`src/rtl/canon_alu_pkg.sv`:
```
`timescale 1ns/1ps
// Package: function codes and family decoding shared by the ALU and its checker.
// Assumes a five-bit function code; bit 4 set marks a bitwise function.
package canon_alu_pkg;

    localparam int SEL_W = 5;

    typedef enum logic [SEL_W-1:0] {
        FN_ADD  = 5'd0,
        FN_SUB  = 5'd1,
        FN_RSUB = 5'd2,
        FN_INC  = 5'd3,
        FN_DEC  = 5'd4,
        FN_EQ   = 5'd8,
        FN_NEQ  = 5'd9,
        FN_GT   = 5'd10,
        FN_GEQ  = 5'd11,
        FN_LT   = 5'd12,
        FN_LEQ  = 5'd13
    } fn_code_e;

    typedef enum logic [1:0] {
        FAM_NONE  = 2'd0,
        FAM_ARITH = 2'd1,
        FAM_BOOL  = 2'd2,
        FAM_CMP   = 2'd3
    } fam_e;

    // Map a function code onto its operation family.
    function automatic fam_e family_of(input logic [SEL_W-1:0] code);
        if (code[4])
            return FAM_BOOL;
        else if (code <= 5'd4)
            return FAM_ARITH;
        else if (code >= 5'd8 && code <= 5'd13)
            return FAM_CMP;
        else
            return FAM_NONE;
    endfunction

endpackage

```
`src/rtl/canon_alu_arith.sv`:
```
`timescale 1ns/1ps
// Arithmetic family: one shared adder whose operands are steered per code.
// Assumes code is 0..4; any other value falls back to the add operands
// (the top masks the outputs in that case).
module canon_alu_arith #(
    parameter int WIDTH = 16
) (
    input  logic [WIDTH-1:0] a,
    input  logic [WIDTH-1:0] b,
    input  logic             cin,
    input  logic [2:0]       kind,
    output logic [WIDTH-1:0] sum,
    output logic             cout,
    output logic             ovf
);
    localparam logic [WIDTH-1:0] ALL_ONES = {WIDTH{1'b1}};
    localparam logic [WIDTH-1:0] ZERO     = '0;

    logic [WIDTH-1:0] x, y;
    logic             c0;
    logic [WIDTH:0]   full;

    // Steer the adder inputs for the selected arithmetic operation.
    always_comb begin
        unique case (kind)
            3'd1:    begin x = a; y = ~b;       c0 = cin;  end
            3'd2:    begin x = b; y = ~a;       c0 = cin;  end
            3'd3:    begin x = a; y = ZERO;     c0 = 1'b1; end
            3'd4:    begin x = a; y = ALL_ONES; c0 = 1'b0; end
            default: begin x = a; y = b;        c0 = cin;  end
        endcase
    end

    // Single ripple of the shared adder plus signed overflow from the sign bits.
    always_comb begin
        full = {1'b0, x} + {1'b0, y} + {{WIDTH{1'b0}}, c0};
        sum  = full[WIDTH-1:0];
        cout = full[WIDTH];
        ovf  = (x[WIDTH-1] == y[WIDTH-1]) && (full[WIDTH-1] != x[WIDTH-1]);
    end

endmodule

```
`src/rtl/canon_alu_bool.sv`:
```
`timescale 1ns/1ps
// Bitwise family: each bit picks one entry of a four-entry truth table,
// indexed by {a bit, b bit}. Covers all sixteen two-input functions.
module canon_alu_bool #(
    parameter int WIDTH = 16
) (
    input  logic [WIDTH-1:0] a,
    input  logic [WIDTH-1:0] b,
    input  logic [3:0]       table_bits,
    output logic [WIDTH-1:0] y
);
    for (genvar i = 0; i < WIDTH; i++) begin : g_bit
        // Minterm select for bit i.
        always_comb y[i] = table_bits[{a[i], b[i]}];
    end

endmodule

```
`src/rtl/canon_alu_cmp.sv`:
```
`timescale 1ns/1ps
// Compare family: signed relations of a against b, selected by the low
// three code bits (0 EQ, 1 NEQ, 2 GT, 3 GEQ, 4 LT, 5 LEQ).
module canon_alu_cmp #(
    parameter int WIDTH = 16
) (
    input  logic [WIDTH-1:0] a,
    input  logic [WIDTH-1:0] b,
    input  logic [2:0]       rel,
    output logic             flag
);
    logic eq, lt;

    // Equality and signed less-than are the two base relations.
    always_comb begin
        eq = (a == b);
        lt = ($signed(a) < $signed(b));
    end

    // Derive the requested relation from the base pair.
    always_comb begin
        unique case (rel)
            3'd0:    flag = eq;
            3'd1:    flag = !eq;
            3'd2:    flag = !lt && !eq;
            3'd3:    flag = !lt;
            3'd4:    flag = lt;
            3'd5:    flag = lt || eq;
            default: flag = 1'b0;
        endcase
    end

endmodule

```
`src/rtl/canon_alu.sv`:
```
`timescale 1ns/1ps
// Top: canonical-function ALU. Decodes the function family, runs the three
// family units in parallel and lets only the active family reach the
// outputs; every other output is held at zero. Purely combinational.
module canon_alu
    import canon_alu_pkg::*;
#(
    parameter int WIDTH = 16
) (
    input  logic [WIDTH-1:0] op_a,
    input  logic [WIDTH-1:0] op_b,
    input  logic             carry_in,
    input  logic [4:0]       func_sel,
    output logic [WIDTH-1:0] result,
    output logic             carry_out,
    output logic             overflow,
    output logic             cmp_out
);
    fam_e             fam;
    logic [WIDTH-1:0] ar_sum, bl_word;
    logic             ar_cout, ar_ovf, cmp_flag;

    // Family decode of the function code.
    always_comb fam = family_of(func_sel);

    canon_alu_arith #(.WIDTH(WIDTH)) u_arith (
        .a    (op_a),
        .b    (op_b),
        .cin  (carry_in),
        .kind (func_sel[2:0]),
        .sum  (ar_sum),
        .cout (ar_cout),
        .ovf  (ar_ovf)
    );

    canon_alu_bool #(.WIDTH(WIDTH)) u_bool (
        .a          (op_a),
        .b          (op_b),
        .table_bits (func_sel[3:0]),
        .y          (bl_word)
    );

    canon_alu_cmp #(.WIDTH(WIDTH)) u_cmp (
        .a    (op_a),
        .b    (op_b),
        .rel  (func_sel[2:0]),
        .flag (cmp_flag)
    );

    // Output steering: only the active family drives, the rest stay at zero.
    always_comb begin
        result    = '0;
        carry_out = 1'b0;
        overflow  = 1'b0;
        cmp_out   = 1'b0;
        unique case (fam)
            FAM_ARITH: begin
                result    = ar_sum;
                carry_out = ar_cout;
                overflow  = ar_ovf;
            end
            FAM_BOOL:  result  = bl_word;
            FAM_CMP:   cmp_out = cmp_flag;
            default:   ;
        endcase
    end

endmodule

```
`config.mk`:
```
export PLATFORM = sky130hd
export DESIGN_NAME = canon_alu
export DESIGN_NICKNAME = d
export VERILOG_FILES = /design/src/rtl/canon_alu_pkg.sv /design/src/rtl/canon_alu_arith.sv /design/src/rtl/canon_alu_bool.sv /design/src/rtl/canon_alu_cmp.sv /design/src/rtl/canon_alu.sv
export SDC_FILE = /design/constraint.sdc
export NUM_CORES = 1
export LEC_CHECK = 0
export BUFFER_PORTS_ARGS = -buffer_cell sky130_fd_sc_hd__buf_4
export CAP_MARGIN = 20
export CORE_UTILIZATION = 34
export DETAILED_ROUTE_END_ITERATION = 6
export SKIP_LAST_GASP = 1
export SYNTH_ARGS = -nofsm -noshare
export SYNTH_HDL_FRONTEND = slang
export SYNTH_SLANG_ARGS = --single-unit
```
`constraint.sdc`:
```
create_clock -name vclk -period 9.15
set_clock_uncertainty 0.05 [all_clocks]
set_input_delay 0.915 -clock vclk [all_inputs]
set_output_delay 0.915 -clock vclk [all_outputs]
set_load 0.05 [all_outputs]
```
==> flow_summary.json <==
{
  "status": "complete, no violations",
  "io_buffer_count": 57,
  "crit_start": "func_sel[2]",
  "synth_fa_ha_area_share_pct": 17.7,
  "grt_setup_unrepaired": "false",
  "start_kind": "input port",
  "ir_drop_uv": 32.3,
  "setup_viol": 0,
  "min_path_type": "in2out",
  "grt_usage_pct": 20.7,
  "slew_headroom_pct": 41.1,
  "grt_pass1_vias": 2468,
  "vias_per_cell": 5.85,
  "finalHoldViolations": 0,
  "dpl_cell_area_um2": 2880,
  "stdcell_area_um2": 2880,
  "worst_slew_pin_slew_ns": 0.883,
  "syn_avg_cell_area_um2": 7.59,
  "die_h_um": 86.2,
  "row_count": 30,
  "synth.top_cell.area_share_pct": 16.1,
  "nClkBuffers": 0,
  "cp_num_buf_inv": 2,
  "ys_seq_area_share_pct": 0,
  "p_leak_uw": 0.00126,
  "routedWlPerCell_um": 16.6,
  "drt_wl_total_mm": 7.51,
  "hpwl_mm": 5.50,
  "design.seq.count": 0,
  "setup_ws_ns": 2.97,
  "synthTopCellsByArea": "ha_1, mux4_2, mux2_2",
  "grt_pass1_wl_mm": 12.6,
  "dr_total_vias": 2643,
  "grt_max_degree": 41,
  "setup_tns_ns": 0,
  "crit_path_end_kind": "primary output",
  "firstDrtPassIters": 4,
  "maxCapViolations": 0,
  "synth_compound_area_share_pct": 33.3,
  "period_share_pct": 67.5,
  "crit_path_max_incr_delay_ns": 0.86,
  "p_per_area_nw_per_um2": 83.4,
  "synth_xor_area_share_pct": 5.08,
  "period_minus_slack_ns": 6.18,
  "ctsHoldBuffers": 0,
  "cpMaxStageDelayCell": "nor2_2",
  "power.total_uw": 240,
  "ctsResizeCount": 0,
  "yosys.area_share.simple_pct": 14.0,
  "yosysMostFrequentCell": "o21ai_0",
  "die_w_um": 86.2,
  "synth_mux_area_share_pct": 22.4,
  "die-area_um2": 7440,
  "drive_above_1_share_pct": 28.1,
  "ant_nets": 0,
  "ys_types": 50,
  "syn-num-nets": 389,
  "dpl.cell_count": 452,
  "fmax_ghz": 0.162,
  "seqCellArea_um2": 0,
  "cpLargestDelayFamily": "simple AND/OR/NAND/NOR gates",
  "yosys_warnings": 0,
  "start_util_pct": 35.3,
  "overflow": 0,
  "synth_area_um2": 2410,
  "drv_slew": 0,
  "fin_nets": 429,
  "syn_inst": 318,
  "place.gp.congestion": 0.819,
  "preCtsSetupSlack_ns": 2.95,
  "syn_to_final_growth_pct": 19.2,
  "path_cells": "buf_4 > nand2b_1 > nor2_2 > o21ai_0 > fa_1 > fa_1 > a211oi_2 > or4b_1 > nand3_1 > or3_1 > a21oi_1 > xor2_1 > o21ai_1 > buf_4",
  "drtIter0Drc": 151,
  "crit_fanout": 40,
  "ios": 57,
  "stdcell_count": 452,
  "worstPathArrival_ns": 5.21,
  "synth_common_cells": "o21ai_0, a21oi_1, ha_1, inv_1, nor2_1",
  "antenna_found_initial": 0,
  "postCtsSetupBuffers": 0,
  "synth_top_family_by_area": "compound AO/OA/AOI/OAI gates",
  "synth_largest_area_cell": "ha_1",
  "critPathKind": "in2out",
  "hold_start": "func_sel[3]",
  "drc_errors": 0,
  "cp.required_ns": 8.19,
  "antenna_cells": 0,
  "coreArea_um2": 6830
}
## stage by stage
step | hold slack, ns | util (%)
2_1_floorplan | 2.22 | -
3_3_place_gp | 2.28 | 42.1
3_5_place_dp | 2.28 | 42.1
4_1_cts | 2.29 | 42.1
5_1_grt | 2.30 | 42.1
6_report | 2.29 | 42.1
## final cells by class
class | instances | area (um2)
repair buffers | 58 | 435
multi-input cells | 274 | 2230
inverters | 24 | 90.1
well taps | 96 | 120
fillers | 747 | 3960
## routing by layer
metal / share of wire [%] / track usage (%)
met4: 0.97 / 2.58
met3: 6.2 / 1.05
met1: 46 / 30.1
met2: 47 / 34.7
met5: 0 / 0
## cell usage in the layout, fill, tap and decap left out, drive strengths merged, types with 15 or more instances in the layout
cell and n:
o221ai 16, nand2 20, inv 24, a21oi 32, mux4 16, nor2 23, ha 31, mux2 15
buf 58, o21ai 41
## worst paths after layout
path                          to  slack [ns]  cells past startpoint
worst max-delay path  result[12]        2.97                     14
worst min-delay path     cmp_out        2.29                      3
## where the power goes
part	switching, uW	internal, uW	total [uW]
registers	0	0	0
clock network	0	0	0
logic	141	98.6	240
total	141	98.6	240
## kinds of logic (layout without fill, tap and decap cells)
logic type	after synthesis	after routing
buffers and inverters	44	82
XOR/XNOR	14	14
AND/OR/NAND/NOR	70	70
AO/OA/AOI/OAI	125	125
adder cells (fa/ha/maj)	33	33
multiplexers	32	32
(Power assumes the default switching activity.)
